==> src/rtl/exc_entry_pkg.sv <==
package exc_entry_pkg;

    localparam int PS_W     = 8;
    localparam int LVL_W    = 4;
    localparam int CAUSE_W  = 6;
    localparam int EXCM_POS = 4;
    localparam int UM_POS   = 5;

    typedef enum logic [2:0] {
        ENT_NONE,
        ENT_USER,
        ENT_KERNEL,
        ENT_DOUBLE,
        ENT_HIGH,
        ENT_DEBUG
    } entry_kind_e;

    typedef struct packed {
        entry_kind_e       kind;
        logic [LVL_W-1:0]  level;
        logic              from_irq;  // general entry made from a level-1 interrupt
        logic              from_exc;  // general entry made from a synchronous exception
    } entry_dec_t;

    typedef enum logic {
        ST_IDLE,
        ST_ENTERED
    } ctl_state_e;

endpackage

==> src/rtl/exc_entry_classify.sv <==
module exc_entry_classify
    import exc_entry_pkg::*;
#(
    parameter int NLEVEL      = 6,
    parameter int DEBUG_LEVEL = 6
) (
    input  logic             dbg_req_i,
    input  logic             exc_req_i,
    input  logic             irq_req_i,
    input  logic [LVL_W-1:0] irq_level_i,
    input  logic [PS_W-1:0]  ps_i,
    output entry_dec_t       dec_o
);

    localparam logic [LVL_W-1:0] DBG_LVL = LVL_W'(DEBUG_LEVEL);
    localparam logic [LVL_W-1:0] TOP_LVL = LVL_W'(NLEVEL);
    localparam logic [LVL_W-1:0] ONE_LVL = LVL_W'(1);

    logic [LVL_W-1:0] cur_lvl;
    logic             dbg_ok;
    logic             irq_ok;
    entry_kind_e      general_kind;

    assign cur_lvl = ps_i[LVL_W-1:0];

    always_comb begin
        dbg_ok = dbg_req_i && (cur_lvl < DBG_LVL);
        irq_ok = irq_req_i && (irq_level_i > cur_lvl) && (irq_level_i <= TOP_LVL);

        if (ps_i[EXCM_POS]) begin
            general_kind = ENT_DOUBLE;
        end else if (ps_i[UM_POS]) begin
            general_kind = ENT_USER;
        end else begin
            general_kind = ENT_KERNEL;
        end

        dec_o.kind     = ENT_NONE;
        dec_o.level    = '0;
        dec_o.from_irq = 1'b0;
        dec_o.from_exc = 1'b0;

        if (dbg_ok) begin
            dec_o.kind  = ENT_DEBUG;
            dec_o.level = DBG_LVL;
        end else if (exc_req_i) begin
            dec_o.kind     = general_kind;
            dec_o.level    = ONE_LVL;
            dec_o.from_exc = 1'b1;
        end else if (irq_ok) begin
            if (irq_level_i == ONE_LVL) begin
                dec_o.kind     = general_kind;
                dec_o.level    = ONE_LVL;
                dec_o.from_irq = 1'b1;
            end else begin
                dec_o.kind  = ENT_HIGH;
                dec_o.level = irq_level_i;
            end
        end
    end

endmodule

==> src/rtl/exc_entry_vector.sv <==
module exc_entry_vector
    import exc_entry_pkg::*;
#(
    parameter int             AW              = 32,
    parameter int             NLEVEL          = 6,
    parameter bit             RELOC           = 1'b1,
    parameter logic [AW-1:0]  DEF_VECBASE     = 32'h4000_0000,
    parameter logic [AW-1:0]  USER_VEC        = 32'h4000_0340,
    parameter logic [AW-1:0]  KERNEL_VEC      = 32'h4000_0300,
    parameter logic [AW-1:0]  DOUBLE_VEC      = 32'h4000_03C0,
    parameter logic [AW-1:0]  DEBUG_VEC       = 32'h4000_02C0,
    parameter logic [AW-1:0]  HIGH_VEC_BASE   = 32'h4000_0180,
    parameter logic [AW-1:0]  HIGH_VEC_STRIDE = 32'h0000_0040
) (
    input  entry_kind_e       kind_i,
    input  logic [LVL_W-1:0]  level_i,
    input  logic [AW-1:0]     vecbase_i,
    output logic [AW-1:0]     vector_o
);

    logic [AW-1:0] high_vec [2:NLEVEL];
    logic [AW-1:0] high_sel;
    logic [AW-1:0] raw_vec;

    for (genvar l = 2; l <= NLEVEL; l++) begin : g_high_vec
        assign high_vec[l] = HIGH_VEC_BASE + HIGH_VEC_STRIDE * AW'(l - 2);
    end

    always_comb begin
        high_sel = '0;
        for (int l = 2; l <= NLEVEL; l++) begin
            if (level_i == LVL_W'(l)) begin
                high_sel = high_vec[l];
            end
        end
    end

    always_comb begin
        case (kind_i)
            ENT_USER:   raw_vec = USER_VEC;
            ENT_KERNEL: raw_vec = KERNEL_VEC;
            ENT_DOUBLE: raw_vec = DOUBLE_VEC;
            ENT_DEBUG:  raw_vec = DEBUG_VEC;
            ENT_HIGH:   raw_vec = high_sel;
            default:    raw_vec = '0;
        endcase
    end

    if (RELOC) begin : g_reloc
        assign vector_o = raw_vec - DEF_VECBASE + vecbase_i;
    end else begin : g_fixed
        assign vector_o = raw_vec;
    end

endmodule

==> src/rtl/exc_entry_bank.sv <==
module exc_entry_bank
    import exc_entry_pkg::*;
#(
    parameter int                  AW       = 32,
    parameter int                  NLEVEL   = 6,
    parameter bit                  HAS_DEPC = 1'b1,
    parameter logic [CAUSE_W-1:0]  L1_CAUSE = 6'd4
) (
    input  logic                      clk_i,
    input  logic                      rst_ni,
    input  logic                      we_i,
    input  entry_dec_t                dec_i,
    input  logic [AW-1:0]             pc_i,
    input  logic [PS_W-1:0]           ps_i,
    input  logic [CAUSE_W-1:0]        cause_i,
    input  logic                      addr_valid_i,
    input  logic [AW-1:0]             addr_i,
    input  logic [CAUSE_W-1:0]        dbg_cause_i,
    output logic [NLEVEL*AW-1:0]      epc_bank_o,
    output logic [(NLEVEL-1)*PS_W-1:0] eps_bank_o,
    output logic [AW-1:0]             depc_o,
    output logic [CAUSE_W-1:0]        exccause_o,
    output logic [AW-1:0]             excvaddr_o,
    output logic [CAUSE_W-1:0]        dbgcause_o,
    output logic [PS_W-1:0]           ps_o
);

    logic            general_entry;
    logic            banked_entry;
    logic [PS_W-1:0] ps_new;

    assign general_entry = (dec_i.kind == ENT_USER) || (dec_i.kind == ENT_KERNEL) ||
                           (dec_i.kind == ENT_DOUBLE);
    assign banked_entry  = (dec_i.kind == ENT_HIGH) || (dec_i.kind == ENT_DEBUG);

    always_comb begin
        ps_new = ps_i;
        if (banked_entry) begin
            ps_new[LVL_W-1:0] = dec_i.level;
        end
        ps_new[EXCM_POS] = 1'b1;
    end

    for (genvar l = 1; l <= NLEVEL; l++) begin : g_epc
        logic          hit;
        logic [AW-1:0] epc_q;
        if (l == 1) begin : g_lvl1
            assign hit = general_entry && !((dec_i.kind == ENT_DOUBLE) && HAS_DEPC);
        end else begin : g_lvlN
            assign hit = banked_entry && (dec_i.level == LVL_W'(l));
        end
        always_ff @(posedge clk_i or negedge rst_ni) begin
            if (!rst_ni) begin
                epc_q <= '0;
            end else if (we_i && hit) begin
                epc_q <= pc_i;
            end
        end
        assign epc_bank_o[(l-1)*AW +: AW] = epc_q;
    end

    for (genvar l = 2; l <= NLEVEL; l++) begin : g_eps
        logic            hit;
        logic [PS_W-1:0] eps_q;
        assign hit = banked_entry && (dec_i.level == LVL_W'(l));
        always_ff @(posedge clk_i or negedge rst_ni) begin
            if (!rst_ni) begin
                eps_q <= '0;
            end else if (we_i && hit) begin
                eps_q <= ps_i;
            end
        end
        assign eps_bank_o[(l-2)*PS_W +: PS_W] = eps_q;
    end

    if (HAS_DEPC) begin : g_depc
        logic [AW-1:0] depc_q;
        always_ff @(posedge clk_i or negedge rst_ni) begin
            if (!rst_ni) begin
                depc_q <= '0;
            end else if (we_i && (dec_i.kind == ENT_DOUBLE)) begin
                depc_q <= pc_i;
            end
        end
        assign depc_o = depc_q;
    end else begin : g_no_depc
        assign depc_o = '0;
    end

    always_ff @(posedge clk_i or negedge rst_ni) begin
        if (!rst_ni) begin
            exccause_o <= '0;
            excvaddr_o <= '0;
            dbgcause_o <= '0;
            ps_o       <= '0;
        end else if (we_i) begin
            if (general_entry) begin
                exccause_o <= dec_i.from_irq ? L1_CAUSE : cause_i;
            end
            if (dec_i.from_exc && addr_valid_i) begin
                excvaddr_o <= addr_i;
            end
            if (dec_i.kind == ENT_DEBUG) begin
                dbgcause_o <= dbg_cause_i;
            end
            if (dec_i.kind != ENT_NONE) begin
                ps_o <= ps_new;
            end
        end
    end

endmodule

==> src/rtl/exc_entry_ctrl.sv <==
module exc_entry_ctrl
    import exc_entry_pkg::*;
#(
    parameter int                  AW              = 32,
    parameter int                  NLEVEL          = 6,
    parameter int                  DEBUG_LEVEL     = 6,
    parameter bit                  HAS_DEPC        = 1'b1,
    parameter bit                  RELOC           = 1'b1,
    parameter logic [CAUSE_W-1:0]  L1_CAUSE        = 6'd4,
    parameter logic [AW-1:0]       DEF_VECBASE     = 32'h4000_0000,
    parameter logic [AW-1:0]       USER_VEC        = 32'h4000_0340,
    parameter logic [AW-1:0]       KERNEL_VEC      = 32'h4000_0300,
    parameter logic [AW-1:0]       DOUBLE_VEC      = 32'h4000_03C0,
    parameter logic [AW-1:0]       DEBUG_VEC       = 32'h4000_02C0,
    parameter logic [AW-1:0]       HIGH_VEC_BASE   = 32'h4000_0180,
    parameter logic [AW-1:0]       HIGH_VEC_STRIDE = 32'h0000_0040
) (
    input  logic                        clk_i,
    input  logic                        rst_ni,
    input  logic                        dbg_req_i,
    input  logic [CAUSE_W-1:0]          dbg_cause_i,
    input  logic                        exc_req_i,
    input  logic [CAUSE_W-1:0]          exc_cause_i,
    input  logic                        exc_addr_valid_i,
    input  logic [AW-1:0]               exc_addr_i,
    input  logic                        irq_req_i,
    input  logic [LVL_W-1:0]            irq_level_i,
    input  logic [AW-1:0]               pc_i,
    input  logic [PS_W-1:0]             ps_i,
    input  logic [AW-1:0]               vecbase_i,
    output logic                        taken_o,
    output logic [AW-1:0]               vector_o,
    output logic [PS_W-1:0]             ps_o,
    output logic [NLEVEL*AW-1:0]        epc_bank_o,
    output logic [(NLEVEL-1)*PS_W-1:0]  eps_bank_o,
    output logic [AW-1:0]               depc_o,
    output logic [CAUSE_W-1:0]          exccause_o,
    output logic [AW-1:0]               excvaddr_o,
    output logic [CAUSE_W-1:0]          dbgcause_o
);

    ctl_state_e    state_q;
    ctl_state_e    state_d;
    entry_dec_t    dec;
    logic          commit;
    logic [AW-1:0] vec_next;
    logic [AW-1:0] vector_q;

    exc_entry_classify #(
        .NLEVEL      (NLEVEL),
        .DEBUG_LEVEL (DEBUG_LEVEL)
    ) u_classify (
        .dbg_req_i   (dbg_req_i),
        .exc_req_i   (exc_req_i),
        .irq_req_i   (irq_req_i),
        .irq_level_i (irq_level_i),
        .ps_i        (ps_i),
        .dec_o       (dec)
    );

    exc_entry_vector #(
        .AW              (AW),
        .NLEVEL          (NLEVEL),
        .RELOC           (RELOC),
        .DEF_VECBASE     (DEF_VECBASE),
        .USER_VEC        (USER_VEC),
        .KERNEL_VEC      (KERNEL_VEC),
        .DOUBLE_VEC      (DOUBLE_VEC),
        .DEBUG_VEC       (DEBUG_VEC),
        .HIGH_VEC_BASE   (HIGH_VEC_BASE),
        .HIGH_VEC_STRIDE (HIGH_VEC_STRIDE)
    ) u_vector (
        .kind_i    (dec.kind),
        .level_i   (dec.level),
        .vecbase_i (vecbase_i),
        .vector_o  (vec_next)
    );

    exc_entry_bank #(
        .AW       (AW),
        .NLEVEL   (NLEVEL),
        .HAS_DEPC (HAS_DEPC),
        .L1_CAUSE (L1_CAUSE)
    ) u_bank (
        .clk_i        (clk_i),
        .rst_ni       (rst_ni),
        .we_i         (commit),
        .dec_i        (dec),
        .pc_i         (pc_i),
        .ps_i         (ps_i),
        .cause_i      (exc_cause_i),
        .addr_valid_i (exc_addr_valid_i),
        .addr_i       (exc_addr_i),
        .dbg_cause_i  (dbg_cause_i),
        .epc_bank_o   (epc_bank_o),
        .eps_bank_o   (eps_bank_o),
        .depc_o       (depc_o),
        .exccause_o   (exccause_o),
        .excvaddr_o   (excvaddr_o),
        .dbgcause_o   (dbgcause_o),
        .ps_o         (ps_o)
    );

    // State register
    always_ff @(posedge clk_i or negedge rst_ni) begin
        if (!rst_ni) begin
            state_q <= ST_IDLE;
        end else begin
            state_q <= state_d;
        end
    end

    // Next state: IDLE_TO_ENTERED, IDLE_HOLD, ENTERED_TO_IDLE
    always_comb begin
        state_d = state_q;
        unique case (state_q)
            ST_IDLE: begin
                if (dec.kind != ENT_NONE) begin
                    state_d = ST_ENTERED;
                end
            end
            ST_ENTERED: begin
                state_d = ST_IDLE;
            end
            default: state_d = ST_IDLE;
        endcase
    end

    // Outputs of the state machine
    always_comb begin
        unique case (state_q)
            ST_IDLE: begin
                taken_o = 1'b0;
                commit  = (dec.kind != ENT_NONE);
            end
            ST_ENTERED: begin
                taken_o = 1'b1;
                commit  = 1'b0;
            end
            default: begin
                taken_o = 1'b0;
                commit  = 1'b0;
            end
        endcase
    end

    always_ff @(posedge clk_i or negedge rst_ni) begin
        if (!rst_ni) begin
            vector_q <= '0;
        end else if (commit) begin
            vector_q <= vec_next;
        end
    end

    assign vector_o = vector_q;

endmodule

==> config.mk <==
export PLATFORM = sky130hd
export DESIGN_NAME = exc_entry_ctrl
export DESIGN_NICKNAME = d
export VERILOG_FILES = /design/src/rtl/exc_entry_pkg.sv /design/src/rtl/exc_entry_classify.sv /design/src/rtl/exc_entry_vector.sv /design/src/rtl/exc_entry_bank.sv /design/src/rtl/exc_entry_ctrl.sv
export SDC_FILE = /design/constraint.sdc
export NUM_CORES = 1
export LEC_CHECK = 0
export ABC_AREA = 1
export CORE_AREA = 5 5 238 147
export DETAILED_ROUTE_END_ITERATION = 8
export DIE_AREA = 0 0 243 152
export DONT_BUFFER_PORTS = 1
export PLACE_DENSITY = 0.63
export SETUP_SLACK_MARGIN = 0.2
export SLEW_MARGIN = 10
export SYNTH_ARGS = -nofsm -noshare
export SYNTH_HDL_FRONTEND = slang
export SYNTH_SLANG_ARGS = --single-unit
==> constraint.sdc <==
create_clock -name clk_i -period 2.18 [get_ports clk_i]
set_clock_uncertainty 0.2 [all_clocks]
set_input_delay 0 -clock clk_i [delete_from_list [all_inputs] [get_ports clk_i]]
set_output_delay 0 -clock clk_i [all_outputs]
set_load 0.02 [all_outputs]
# Word-level counts from Yosys, hierarchy flattened
# Index checks and enable logic that the tools add are counted.
classes:
  add_sub_neg: 2
  n_reduce_logical: 26
  n_lt_le_gt_ge: 3
  mux: 22
  n_eq_ne: 11
  bitwise_logic: 1
ops:
  columns: ["op", "n"]
  rows:
  - ["2-to-1 mux 31 bit", 5]
  - ["one-hot mux 31 bit (5 select lines)", 1]
  - ["adder 32 bit", 1]
  - ["subtractor 31 x 31 -> 32 bit (second input constant)", 1]
  - ["2-to-1 mux 7 bit", 3]
  - ["logical AND 1 bit", 17]
  - ["== test 4 x 3 -> 1 bit (second input constant)", 3]
  - ["== test 4 x 2 -> 1 bit (second input constant)", 2]
  - ["2-to-1 mux 8 bit", 1]
  - ["AND reduction 2 bit", 4]
  - ["== test 3 x 2 -> 1 bit (second input constant)", 2]
  - ["== test 3 bit (second input constant)", 2]
  - ["2-to-1 mux 6 bit", 1]
  - ["one-hot mux 1 bit (2 select lines)", 3]
  - ["== test 4 x 1 -> 1 bit (second input constant)", 1]
  - ["> comparator 4 bit", 1]
  - ["less-or-equal comparator 4 x 3 -> 1 bit (second input constant)", 1]
  - ["< comparator 4 x 3 -> 1 bit (second input constant)", 1]
  - ["2-to-1 mux 1 bit", 4]
  - ["2-to-1 mux 2 bit", 2]
  - ["2-to-1 mux 4 bit", 1]
  - ["== test 3 x 1 -> 1 bit (second input constant)", 1]
  - ["logical OR 1 bit", 3]
  - ["2-to-1 mux 3 bit", 1]
  - ["3 further kinds", 3]
word_totals:
  output_inout_bits: 349
  in_bits: 126
  register_bits: 349

# Longest topological paths before layout
depth:
  depth_word: 15
  mapped_depth: 24
  depth_no_buf: 23

# Modules after synthesis
# Synthesis repeated with hierarchy kept, for this count alone.
unflattened:
  hier_cells: 1833
  hier_area_um2: 15516.1
by_module_without_submodules:
  columns: ["module", "instances", "cells_each", "area_each_um2"]
  rows:
  - ["exc_entry_bank", 1, 1420, 12793.5]
  - ["exc_entry_ctrl", 1, 144, 1322.5]
  - ["exc_entry_vector", 1, 216, 1099.8]
  - ["exc_entry_classify", 1, 53, 300.3]

# Worst setup path before layout
# OpenSTA, ideal clock, no wires.
synth_path:
  kind: "input -> register"
  from: "input port ps_i[3]"
  to: "register vector_q[23], in the netlist vector_o[23]"
  slack_ns: -1.107
  required_ns: 1.853
  setup_ns: 0.127
  path_stages: 19
  t_arrival_ns: 2.960
  n_path_buf: 1
  cell_sequence: "inv_2 > ha_1 > nand2_1 > nor2_1 > nor2_4 > nand3_1 > a21oi_2 > nand2_1 > clkbuf_1 > nand3_1 > ha_1 > ha_1 > fa_1 > nand3_1 > nand2_1 > and2_1 > nand2_1 > xor2_1 > o21ai_0"
synth_between:
  elab_chain_cells: 15
  elab_cells_between_ends: 28
  cone_classes: "add/sub (2); order compare (2); eq/ne (10); mux (10); reduce/logical (4)"
synth_rtl:
  columns: ["item", "line", "text"]
  rows:
  - ["start: declaration", "exc_entry_ctrl.sv:29", "input logic [PS_W-1:0] ps_i,"]
  - ["> comparator 4 bit", "exc_entry_classify.sv:28", "irq_ok = irq_req_i && (irq_level_i > cur_lvl) && (irq_level_i <= TOP_LVL);"]
  - ["logical AND 1 bit (2 in series)", "exc_entry_classify.sv:28", null]
  - ["2-to-1 mux 8 bit", "exc_entry_classify.sv:50", "end else if (irq_ok) begin"]
  - ["2-to-1 mux 7 bit", "exc_entry_classify.sv:46", "end else if (exc_req_i) begin"]
  - ["2-to-1 mux 7 bit *", "exc_entry_classify.sv:43", "if (dbg_ok) begin"]
  - ["== test 4 x 2 -> 1 bit", "exc_entry_vector.sv:32", "if (level_i == LVL_W'(l)) begin"]
  - ["2-to-1 mux 31 bit (5 in series)", "exc_entry_vector.sv:32", null]
  - ["one-hot mux 31 bit (5 select lines)", "exc_entry_vector.sv:39", "case (kind_i)"]
  - ["subtractor 31 x 31 -> 32 bit", "exc_entry_vector.sv:50", "assign vector_o = raw_vec - DEF_VECBASE + vecbase_i;"]
  - ["adder 32 bit", "exc_entry_vector.sv:50", null]
  - ["end signal: assignment", "exc_entry_ctrl.sv:151", "vector_q <= vec_next;"]
  - ["end: declaration", "exc_entry_ctrl.sv:47", "logic [AW-1:0] vector_q;"]
# Every way passes the cells marked *; elsewhere a longest branch is shown, timed or not.
# A chain may end at the register's enable or synchronous reset.

# Worst setup path in the final report
# Ends and elaborated chain as after synthesis.

==> flow_summary.json <==
{
  "min_period_ns": 2.29,
  "power.total_uw": 20700,
  "tightest_slew_ns": 1.38,
  "p_comb_share_pct": 13.8,
  "max_slew_margin_pct": 7.72,
  "synth_cells": 1613,
  "numClockSinks": 349,
  "pwr-share-clk_pct": 31.2,
  "post-synth-top-count-cell": "nand2_1",
  "yosys-top-cells-count": "612 x nand2_1, 349 x dfrtp_1, 188 x o21ai_0",
  "rsz0062_at_grt": "yes",
  "port_buffers": 0,
  "drtAntennaViolNets": 0,
  "violations": "negative hold slack, negative setup slack",
  "insertion_delay_ns": 0.52,
  "core_mm2": 0.0329,
  "multi_input_area_mm2": 0.00548,
  "clockBufferDepth": 3,
  "postRouteWirelength_mm": 55.8,
  "cts_tree": "built",
  "hpwl_mm": 35.2,
  "grt_pass1_vias": 12400,
  "p_leak_uw": 0.00956,
  "cp.arrival_ns": 2.50,
  "internal-power_uw": 13000,
  "placed_area_mm2": 0.0156,
  "cp.required_ns": 2.39,
  "ys_warn_count": 0,
  "cts_inserted_buffers": 35,
  "worst_setup_path_start_kind": "input pin",
  "status": "complete, but fails checks",
  "register_area_mm2": 0.00873,
  "ys_top_cells_by_area": "dfrtp_1 60%, nand2_1 16%, o21ai_0 6.5%, nand4_1 4.0%, inv_1 2.4%",
  "die-area_mm2": 0.0369,
  "finalWorstSetupSlack_ns": -0.112,
  "endpoint_kind": "register",
  "design_area_mm2": 0.0193,
  "drc": 0,
  "synth_edf_count": 0,
  "sequentialPowerShare_pct": 55.0,
  "fillerInstances": 2732,
  "die_h_um": 152,
  "r2r_cells": 8,
  "hp-class": "in -> async",
  "num_vias": 12900,
  "powerDensity_mw_per_mm2": 1070,
  "cap_violations": 0,
  "antenna_found_initial": 7,
  "synth_cell_types": 33,
  "p_sw_share_pct": 37.1,
  "syn_area_mm2": 0.0144,
  "die_w_um": 243,
  "whs_ns": -1.02,
  "clkTransAtPathRegs_ns": 0.06,
  "dr.pass1.iters": 6,
  "crit_fanout": 6,
  "viasPerCell": 5.62,
  "h-tree-depth": 2,
  "grtUsageTotal_pct": 28.3,
  "area_growth_pct": 33.6,
  "worst-setup-path-type": "in -> reg",
  "wire_per_inst_um": 24.3,
  "rows": 52,
  "fmax_mhz": 436,
  "syn-num-nets": 1753,
  "period_share_pct": 105,
  "synth_ff_type": "dfrtp_1",
  "ios": 475,
  "seq_area_frac_synth_pct": 60.4,
  "drive_above_1_share_pct": 12.8,
  "peakVddDrop_mv": 0.622,
  "synth_top_area_share_pct": 60.4,
  "synth.avg_cell_area_um2": 8.96,
  "ys_seq_elements": 349,
  "final_nets": 1975,
  "setup-violations-final": 13,
  "grt_start_max_net_pins": 350,
  "start_util_pct": 43.9,
  "grt_pass1_wl_mm": 81.5,
  "async_reset_ff_share_pct": 100,
  "cts_root_buffer": "clkbuf_16",
  "maxSlewViolCount": 0,
  "switching_power_uw": 7680,
  "overflow": 0,
  "drt_iter0_drc": 1391,
  "hold_viol": 418,
  "place.gp.congestion": 0.941,
  "yosysTopAreaCell": "dfrtp_1"
}
[final timing paths]
kind | from | end | slack [ns]
setup / recovery | ps_i[3] | vector_o[23] | -0.11
hold / removal | rst_ni | u_bank.g_epc[5].epc_q[4] | -1.02
setup reg to reg | state_q | u_bank.g_eps[3].eps_q[0] | 0.44
hold reg to reg | u_bank.depc_o[9] | u_bank.depc_o[9] | 0.43
max in group asynchronous | rst_ni | u_bank.g_epc[3].epc_q[11] | 1.69
min in group clk_i | ps_i[4] | u_bank.g_eps[3].eps_q[4] | -0.60
[per-layer routing]
layer / vias up / global-route usage [%] / part of all wire [%]
li1: 5705 / - / -
met1: 6342 / 39.5 / 42
met2: 700 / 42.4 / 44
met3: 155 / 9.71 / 10
met4: 6 / 7.83 / 3.4
met5: - / 0 / 0.061
[cell families after synthesis]
kind of cell / Yosys count / synth area share (%)
flip-flops: 349 / 60.4
adder cells (fa/ha/maj): 14 / 1.26
AO/OA/AOI/OAI: 226 / 8.03
XOR/XNOR: 15 / 0.909
buffers and inverters: 190 / 5.37
AND/OR/NAND/NOR: 819 / 24.0
[critical path, stage by stage]
cell     delay [ns]
inv_12         0.02
ha_4           0.27
nand2_4        0.06
inv_2          0.05
nand2_2        0.06
nand2_4        0.11
nand3_4        0.10
a21oi_4        0.20
nand2_2        0.10
nand3_4        0.09
ha_4           0.20
ha_4           0.16
fa_2           0.43
nand3_4        0.11
nand2_4        0.07
and2_4         0.16
nand2_4        0.07
xor2_1         0.16
o21ai_1        0.07
[what timing repair did]
item,in CTS,in global routing
pin swaps,21,39
gates cloned,0,10
hold endpoints to repair,697,440
buffers inserted,10,6
hold buffers,176,5
endpoints found under the setup margin,23,303
resized for setup,29,54
[power groups by stage]
stage | Clock, uW | Combinational (uW) | Sequential (uW)
6_report | 6460 | 2860 | 11400
5_1_grt | 6890 | 3230 | 11500
4_1_cts | 6540 | 2690 | 11400
3_5_place_dp | 0 | 2250 | 11500
3_3_place_gp | 0 | 2130 | 11500
2_1_floorplan | 0 | 1650 | 10800
[per-stage QoR]
step | TNS, ns | hold slack [ns] | instances | util [%] | worst slack, ns
finish | -0.771 | -1.02 | 2298 | 58.6 | -0.112
global route | -2.43 | -1.05 | 2297 | 58.6 | -0.191
CTS | -0.0285 | -1.05 | 2275 | 56.9 | -0.0285
detailed placement | -29.41 | -0.486 | 2025 | 47.3 | -0.670
global placement | -26.62 | -0.487 | 2025 | 47.3 | -0.606
floorplan | -9.10 | -0.496 | 1613 | - | -0.621
[placed cells by master (no fill, tap or decap), types with 4 or more instances in the layout]
cell type and count:
o21ai_1 36, nand2_4 9, nand3b_1 4, o21ai_0 171, diode_2 4, inv_6 4
inv_4 4, nand3_1 54, nand3_2 6, nand3_4 8, clkbuf_16 42, nand4_1 92
ha_4 11, xor2_1 9, a21oi_2 4, dlygate4sd3_1 179, clkbuf_8 7, clkbuf_1 9
buf_4 60, buf_6 15, dfrtp_1 349, nand2_1 592, nor2_4 11, nor2_1 22
inv_1 89, nor3_1 5, buf_12 15, bufinv_16 5, a21oi_4 4, nand2_2 12
[flip-flops by register name (all words and copies together) (netlist names)]
| name | flops |
|---|---|
| u_bank.g_epc.epc_q | 192 |
| u_bank.g_eps.eps_q | 40 |
| u_bank.depc_o | 32 |
| u_bank.excvaddr_o | 32 |
| vector_o | 32 |
| u_bank.ps_o | 8 |
| u_bank.dbgcause_o | 6 |
| u_bank.exccause_o | 6 |
| state_q | 1 |
[final cells by class]
cell class                      count  area share, %
Antenna cell                        4         0.0519
Clock buffer                       51           5.21
Clock inverter                     13           1.08
Inverter                           96           2.01
Multi-Input combinational cell   1074           28.4
Sequential cell                   349           45.2
Tap cell                          432           2.80
Timing Repair Buffer              279           15.2
(Power assumes the default switching activity.)
